File: config.mk
export PLATFORM = sky130hd
export DESIGN_NAME = txprio_arbiter
export DESIGN_NICKNAME = d
export VERILOG_FILES = /design/src/rtl/txprio_pkg.sv /design/src/rtl/txprio_access.sv /design/src/rtl/txprio_regs.sv /design/src/rtl/txprio_pick.sv /design/src/rtl/txprio_arbiter.sv
export SDC_FILE = /design/constraint.sdc
export NUM_CORES = 1
export LEC_CHECK = 0
export BUFFER_PORTS_ARGS = -buffer_cell sky130_fd_sc_hd__buf_2
export CAP_MARGIN = 20
export CORE_MARGIN = 4
export CORE_UTILIZATION = 50
export CTS_CLUSTER_DIAMETER = 120
export DETAILED_ROUTE_END_ITERATION = 8
export GPL_ROUTABILITY_DRIVEN = 0
export PLACE_DENSITY = 0.72
export SETUP_SLACK_MARGIN = 0.2
export SLEW_MARGIN = 5
export SYNTH_ARGS = -nofsm -noshare
export SYNTH_HDL_FRONTEND = slang
export SYNTH_SLANG_ARGS = --single-unit
File: constraint.sdc
create_clock -name clk -period 3.75 [get_ports clk]
set_input_delay 0.1875 -clock clk [delete_from_list [all_inputs] [get_ports clk]]
set_output_delay 0.1875 -clock clk [all_outputs]
set_load 0.01 [all_outputs]
File: src/rtl/txprio_pkg.sv
package txprio_pkg;
  localparam int DEF_NUM_BUFS = 3;
  localparam int DEF_PRIO_W   = 8;

  // Width of an index into NUM_BUFS buffers (at least one bit)
  function automatic int idx_width(input int n);
    return (n > 1) ? $clog2(n) : 1;
  endfunction
endpackage

File: src/rtl/txprio_access.sv
// Decodes the CPU select vector into an index and an access permit.
module txprio_access
  import txprio_pkg::*;
#(
  parameter int NUM_BUFS = DEF_NUM_BUFS,
  localparam int IDX_W   = idx_width(NUM_BUFS)
) (
  input  logic [NUM_BUFS-1:0] buf_sel,
  input  logic [NUM_BUFS-1:0] buf_empty,
  output logic [IDX_W-1:0]    sel_idx,
  output logic                sel_ok
);
  logic single;
  logic [IDX_W-1:0] enc [NUM_BUFS+1];

  assign single = $onehot(buf_sel);

  // OR-encode the select vector; valid only when it is one-hot
  assign enc[0] = '0;
  for (genvar g = 0; g < NUM_BUFS; g++) begin : g_enc
    assign enc[g+1] = enc[g] | (buf_sel[g] ? IDX_W'(g) : '0);
  end

  assign sel_idx = enc[NUM_BUFS];
  assign sel_ok  = single && ((buf_sel & buf_empty) != '0);
endmodule

File: src/rtl/txprio_regs.sv
// Priority register file with gated write and gated read.
module txprio_regs
  import txprio_pkg::*;
#(
  parameter int NUM_BUFS = DEF_NUM_BUFS,
  parameter int PRIO_W   = DEF_PRIO_W,
  localparam int IDX_W   = idx_width(NUM_BUFS)
) (
  input  logic                           clk,
  input  logic                           rst_n,
  input  logic                           wr_en,
  input  logic                           acc_ok,
  input  logic [IDX_W-1:0]               acc_idx,
  input  logic [PRIO_W-1:0]              wdata,
  output logic [PRIO_W-1:0]              rdata,
  output logic [NUM_BUFS-1:0][PRIO_W-1:0] prio
);
  for (genvar g = 0; g < NUM_BUFS; g++) begin : g_reg
    logic hit;
    assign hit = wr_en && acc_ok && (acc_idx == IDX_W'(g));
    always_ff @(posedge clk or negedge rst_n) begin
      if (!rst_n)   prio[g] <= '0;
      else if (hit) prio[g] <= wdata;
    end
  end

  always_comb begin
    rdata = '0;
    for (int i = 0; i < NUM_BUFS; i++) begin
      if (acc_ok && (acc_idx == IDX_W'(i))) rdata = prio[i];
    end
  end
endmodule

File: src/rtl/txprio_pick.sv
// Combinational search for the pending buffer with the smallest priority.
module txprio_pick
  import txprio_pkg::*;
#(
  parameter int NUM_BUFS = DEF_NUM_BUFS,
  parameter int PRIO_W   = DEF_PRIO_W,
  localparam int IDX_W   = idx_width(NUM_BUFS)
) (
  input  logic [NUM_BUFS-1:0]             buf_empty,
  input  logic [NUM_BUFS-1:0][PRIO_W-1:0] prio,
  output logic [IDX_W-1:0]                best_idx,
  output logic                            found
);
  logic [PRIO_W-1:0] best_val;

  always_comb begin
    found    = 1'b0;
    best_idx = '0;
    best_val = '0;
    // Ascending scan with strict less-than: ties stay with the lower index
    for (int i = 0; i < NUM_BUFS; i++) begin
      if (!buf_empty[i] && (!found || (prio[i] < best_val))) begin
        found    = 1'b1;
        best_idx = IDX_W'(i);
        best_val = prio[i];
      end
    end
  end
endmodule

File: src/rtl/txprio_arbiter.sv
module txprio_arbiter
  import txprio_pkg::*;
#(
  parameter int NUM_BUFS = DEF_NUM_BUFS,
  parameter int PRIO_W   = DEF_PRIO_W,
  localparam int IDX_W   = idx_width(NUM_BUFS)
) (
  input  logic                clk,
  input  logic                rst_n,
  input  logic [NUM_BUFS-1:0] buf_empty,
  input  logic [NUM_BUFS-1:0] buf_sel,
  input  logic                cpu_wr_en,
  input  logic [PRIO_W-1:0]   cpu_wdata,
  output logic [PRIO_W-1:0]   cpu_rdata,
  input  logic                arb_start,
  output logic [IDX_W-1:0]    win_idx,
  output logic                win_valid
);
  logic [IDX_W-1:0]               acc_idx;
  logic                           acc_ok;
  logic [NUM_BUFS-1:0][PRIO_W-1:0] prio;
  logic [IDX_W-1:0]               best_idx;
  logic                           found;

  txprio_access #(.NUM_BUFS(NUM_BUFS)) u_acc (
    .buf_sel   (buf_sel),
    .buf_empty (buf_empty),
    .sel_idx   (acc_idx),
    .sel_ok    (acc_ok)
  );

  txprio_regs #(.NUM_BUFS(NUM_BUFS), .PRIO_W(PRIO_W)) u_regs (
    .clk     (clk),
    .rst_n   (rst_n),
    .wr_en   (cpu_wr_en),
    .acc_ok  (acc_ok),
    .acc_idx (acc_idx),
    .wdata   (cpu_wdata),
    .rdata   (cpu_rdata),
    .prio    (prio)
  );

  txprio_pick #(.NUM_BUFS(NUM_BUFS), .PRIO_W(PRIO_W)) u_pick (
    .buf_empty (buf_empty),
    .prio      (prio),
    .best_idx  (best_idx),
    .found     (found)
  );

  // Result captured only on a request; index held when nothing is pending
  always_ff @(posedge clk or negedge rst_n) begin
    if (!rst_n) begin
      win_idx   <= '0;
      win_valid <= 1'b0;
    end else if (arb_start) begin
      win_valid <= found;
      if (found) win_idx <= best_idx;
    end
  end
endmodule

## Word-level counts from Yosys, hierarchy flattened

Cells that the tools add are included.

- $add $sub $neg: 2
- $lt $le $gt $ge: 2
- Equal/unequal tests: 3
- Mux-type cells: 12
- Bitwise gates (word level): 2
- Reductions and logical operators: 18

Operators by type and width:

| kind | count |
|---|---|
| $mux 8 | 5 |
| $lt 8x8->1 | 2 |
| $logic_and 1x1->1 | 10 |
| $mux 1 | 5 |
| $eq 2x1->1 const B | 2 |
| $mux 2 | 2 |
| $and 3x3->3 | 1 |
| $logic_not 1->1 | 3 |
| $reduce_bool 3->1 | 1 |
| $add 1x1->2 | 1 |
| $add 2x1->2 | 1 |
| $eq 2x2->1 const B | 1 |
| $logic_not 2->1 | 1 |
| $logic_or 1x1->1 | 2 |
| $or 2x2->2 | 1 |
| $reduce_and 2->1 | 1 |

- Register bits after elaboration: 27
- Input bits: 18
- Output and inout port bits: 11
- Word-level logic and storage cells: 44

## Depth between registers and ports, before layout

- Depth after elaboration: 10
- Gate-level depth with buffers: 16
- Depth with buffers taken out: 15

## Cells and area by module

Synthesis repeated with hierarchy kept, for this count alone.

- Cells, all modules: 177
- Area total of the unflattened synthesis: 1975.6 um^2

Modules (own cells, without submodules):

| module | times used | cells each | area an instance (um^2) | sequential area each (um^2) |
|---|---|---|---|---|
| txprio_regs | 1 | 89 | 1187.4 | 600.6 |
| txprio_pick | 1 | 75 | 615.6 | 0.0 |
| txprio_arbiter | 1 | 8 | 120.1 | 75.1 |
| txprio_access | 1 | 5 | 52.6 | 0.0 |

## Worst setup path after synthesis

OpenSTA, ideal clock, no wires.

- Kind: input-to-reg
- From: input port buf_empty[0]
- To: register win_idx[0]
- Library setup time: 0.134 ns
- Arrival time: 3.019 ns
- Setup slack: 0.598 ns
- Stages on the path: 16
- Path through: clkbuf_1 nand2b_1 ha_1 o211ai_1 o21ai_0 a221oi_2 nor2_1 nor2_2 mux2_2 ha_1 a21oi_1 nor2b_1 o21ai_0 o21ai_0 a211oi_1 o21ai_0

- Word-level cells in the longest chain between the ends: 10
- Elaborated cells between the ends (all ways): 15

Ends and longest elaborated chain:

| what | line | text |
|---|---|---|
| start, declared | txprio_arbiter.sv:10 | `input logic [NUM_BUFS-1:0] buf_empty,` |
| $mux 8 | txprio_pick.sv:22 | `if (!buf_empty[i] && (!found \|\| (prio[i] < best_val))) begin` |
| $lt 8x8->1 | txprio_pick.sv:22 |  |
| $logic_or 1x1->1 | txprio_pick.sv:22 |  |
| $logic_and 1x1->1 | txprio_pick.sv:22 |  |
| $mux 8 or $mux 1 (tied branches) | txprio_pick.sv:22 |  |
| $lt 8x8->1 or $logic_not 1->1 (tied branches) | txprio_pick.sv:22 |  |
| $logic_or 1x1->1 | txprio_pick.sv:22 |  |
| $logic_and 1x1->1 | txprio_pick.sv:22 |  |
| $mux 1 | txprio_pick.sv:22 |  |
| $reduce_and 2->1 (no source line) | n/a |  |
| end signal, assigned | txprio_arbiter.sv:57 | `if (found) win_idx <= best_idx;` |
| end, declared | txprio_arbiter.sv:16 | `output logic [IDX_W-1:0] win_idx,` |

Parallel ways exist; a longest one is shown, timed or not.
A chain may end at the register's enable or synchronous reset.

## Worst setup path after layout

- From: register u_regs.prio[1] (netlist name)
- To: register win_idx[0]

- Word-level cells in the longest chain between the ends: 10
- Elaborated cells between the ends (all ways): 14

Ends and longest elaborated chain:

| what | line | text |
|---|---|---|
| start, declared | txprio_regs.sv:16 | `output logic [NUM_BUFS-1:0][PRIO_W-1:0] prio` |
| start signal, assigned by index | txprio_regs.sv:23 | `else if (hit) prio[g] <= wdata;` |
| $mux 8 (*) | txprio_pick.sv:22 |  |
| $lt 8x8->1 | txprio_pick.sv:22 |  |
| $logic_or 1x1->1 | txprio_pick.sv:22 |  |
| $logic_and 1x1->1 | txprio_pick.sv:22 |  |
| $mux 8 or $mux 1 (tied branches) | txprio_pick.sv:22 |  |
| $lt 8x8->1 or $logic_not 1->1 (tied branches) | txprio_pick.sv:22 |  |
| $logic_or 1x1->1 | txprio_pick.sv:22 |  |
| $logic_and 1x1->1 | txprio_pick.sv:22 |  |
| $mux 1 | txprio_pick.sv:22 |  |
| $reduce_and 2->1 (no source line) | n/a |  |

Every way passes the cells marked *; elsewhere a longest branch is shown, timed or not.

==> flow_metrics.env <==
export IMPL_outcome="completed"
export IMPL_syn_num_nets=210
export IMPL_avgSynthCellArea_um2=10.4
export IMPL_ys_async_sr_fraction_pct=100
export IMPL_layout_min_cycle_time_ns=3.32
export IMPL_ys_types=33
export IMPL_met3WireLength_um=169
export IMPL_yosysWarningCount=0
export IMPL_setup_viol=0
export IMPL_hp_class="in -> reg"
export IMPL_vias_per_cell=5.72
export IMPL_rows=21
export IMPL_fill_cells=303
export IMPL_critPathMaxFanout=7
export IMPL_fp_dieW_um=68.6
export IMPL_period_share_pct=88.4
export IMPL_die_area_mm2=0.00470
export IMPL_worstSetupPathType="reg -> reg"
export IMPL_cts_buffers=3
export IMPL_end_kind="register"
export IMPL_clock_path_buffers=2
export IMPL_wl_met2_mm=2.06
export IMPL_cp_required_ns=3.92
export IMPL_grt_pass1_wl_mm=6.98
export IMPL_grt_max_degree=28
export IMPL_ys_flop_type="dfrtp_1"
export IMPL_multi_input_area_mm2=0.00111
export IMPL_antenna_found_initial=0
export IMPL_hold_viol=0
export IMPL_met1_length_mm=1.93
export IMPL_cts_root_buffer="clkbuf_8"
export IMPL_nets=241
export IMPL_drv_cap=0
export IMPL_r2r_start="u_regs.prio[1]"
export IMPL_grt_use_total_pct=20.0
export IMPL_maxSlewHeadroom_pct=52.3
export IMPL_grt_pass1_vias=1540
export IMPL_finalWorstSetupSlack_ns=0.434
export IMPL_core_mm2=0.00344
export IMPL_cp_slowest_cell="dfrtp_1"
export IMPL_crit_family="compound AO/OA/AOI/OAI gates"
export IMPL_netlist_instances=177
export IMPL_crit_chain="nand2b_1, ha_1, o211ai_1, o21ai_0, a221oi_2, nor2_1, nor2_4, mux2_2, ha_1, a21oi_1, nor2b_1, o21ai_0, o21ai_0, a211oi_2, o21ai_0"
export IMPL_cts_tree="built"
export IMPL_totalWireLength_mm=4.24
export IMPL_yosysSeqAreaShare_pct=36.8
export IMPL_regToRegSetupSlack_ns=0.43
export IMPL_yosysTopAreaCell="dfrtp_1"
export IMPL_diodes=0
export IMPL_rr_worst_depth=15
export IMPL_fin_setup_tns_ns=0
export IMPL_timing_rr_end="win_idx[0]"
export IMPL_worst_path_buf_inv=0
export IMPL_seqCellArea_um2=676
export IMPL_num_io_pins=29
export IMPL_crit_arrival_ns=3.49
export IMPL_synthTopCellsByArea="dfrtp_1, mux2_2, ha_1"
export IMPL_vias=1446
export IMPL_cpMostUsedCell="o21ai_0"
export IMPL_critPathLaunchType="register"
export IMPL_postPlaceCellArea_mm2=0.00202
export IMPL_dieHeight_um=68.6
export IMPL_critPathLaunch="u_regs.prio[1]"
export IMPL_worst_pin_slew_ns=0.713
export IMPL_top_layer_used="met4"
export IMPL_cts_max_level=1
export IMPL_fin_area_mm2=0.00209
export IMPL_layout_common_cells="mux2_2, buf_2, dfrtp_1, nor2_1, a21oi_1"
export IMPL_ys_seq_elements=27
export IMPL_clk_latency_ns=0.28
export IMPL_power_density_mw_per_mm2=540
export IMPL_drv_slew=0
export IMPL_drtIter0Drc=87
export IMPL_dp_final_hpwl_mm=3.10
export IMPL_synth_top_area_share_pct=36.8
export IMPL_areaGrowthSynthToFinish_pct=14.1
export IMPL_mostFrequentLayoutCell="mux2_2"
export IMPL_drc_errors=0
export IMPL_wire_per_inst_um=16.8
export IMPL_port_buffers=28
export IMPL_firstDrtPassIters=4
export IMPL_peakVddDrop_mv=0.234
export IMPL_clkSinkCount=27
export IMPL_fin_worst_skew_ns=0.00636
export IMPL_endpoint="win_idx[0]"
export IMPL_maxClockFrequency_mhz=302
export IMPL_rsz0062_at_grt="no"
export IMPL_initial_utilization_pct=53.3
export IMPL_holdPathStages=2
export IMPL_overflow=0
export IMPL_dpl_worst_slack_ns=0.0999
export IMPL_cpPeakStageDelay_ns=0.40
export IMPL_clk_pin_slew_ns=0.10
export IMPL_drive_above_1_share_pct=34.8
export IMPL_p_leak_uw=0.000975
export IMPL_antenna_left=0
export IMPL_synth_edf_count=0
export IMPL_syn_area_mm2=0.00183
export IMPL_cp_depth=15
power by group:
| group | internal, uW | total [uW] | switching [uW] |
|---|---|---|---|
| combinational | 252 | 488 | 236 |
| clock | 75.8 | 177 | 101 |
| sequential | 379 | 464 | 84.8 |
state kept, by name (all words and copies together), names as in the netlist:
signal	count
win_idx	2
win_valid	1
u_regs.prio	24
area by class of cell:
type / instances / area share [%]
Inverter: 12 / 2.15
Clock inverter: 1 / 0.359
Multi-Input combinational cell: 134 / 52.9
Sequential cell: 27 / 32.3
Clock buffer: 3 / 1.97
Tap cell: 46 / 2.75
Timing Repair Buffer: 30 / 7.54
worst min-delay path by stage:
stage / endpoint / from / slack (ns)
global route: u_regs.prio[14] / cpu_wdata[6] / 0.14
finish: u_regs.prio[14] / cpu_wdata[6] / 0.15
CTS: u_regs.prio[14] / cpu_wdata[6] / 0.14
global placement: u_regs.prio[16] / rst_n / 0.21
detailed placement: u_regs.prio[16] / rst_n / 0.24
floorplan: u_regs.prio[0] / rst_n / -0.11
repair_timing:
action,4_1_cts,5_1_grt
endpoints found under the setup margin,1,2
buffers inserted,0,1
pin swaps,0,1
resized for setup,1,1
gates cloned,0,0
hold buffers,1,0
endpoints found under the hold margin,27,0
cells by family after synthesis:
| group | synth area share (%) |
|---|---|
| and+or+nand+nor | 14.9 |
| adders and majority gates | 10.6 |
| DFF | 36.8 |
| AOI/OAI and AO/OA | 9.75 |
| muxes | 24.5 |
| buffers and inverters | 3.34 |
synthesized netlist by cell type (2+ instances only):
cell type   n
nand2_1     5
buf_1       2
a21oi_1    15
nor3_4      3
nor2_1     22
o21ai_0     5
nor2b_1     4
nand3_1     2
nand2b_1    7
a31oi_1     2
dfrtp_1    27
ha_1       14
mux2i_1    10
mux2_2     30
inv_1      11
metal layers:
layer / vias up / GRT usage, %
li1: 685 / -
met1: 712 / 24.8
met2: 38 / 34.6
met3: 11 / 1.94
met4: 0 / 9.93
met5: - / 0
per-stage QoR:
stage / power (uW) / hold WS, ns / std cells / utilization [%]
floorplan: 797 / -0.108 / 177 / -
finish: 1130 / 0.145 / 253 / 60.8
detailed placement: 932 / 0.240 / 247 / 58.6
global placement: 898 / 0.210 / 247 / 58.6
CTS: 1110 / 0.140 / 252 / 60.4
global route: 1210 / 0.141 / 253 / 60.8
No activity file was read; power rests on OpenSTA's default activity.
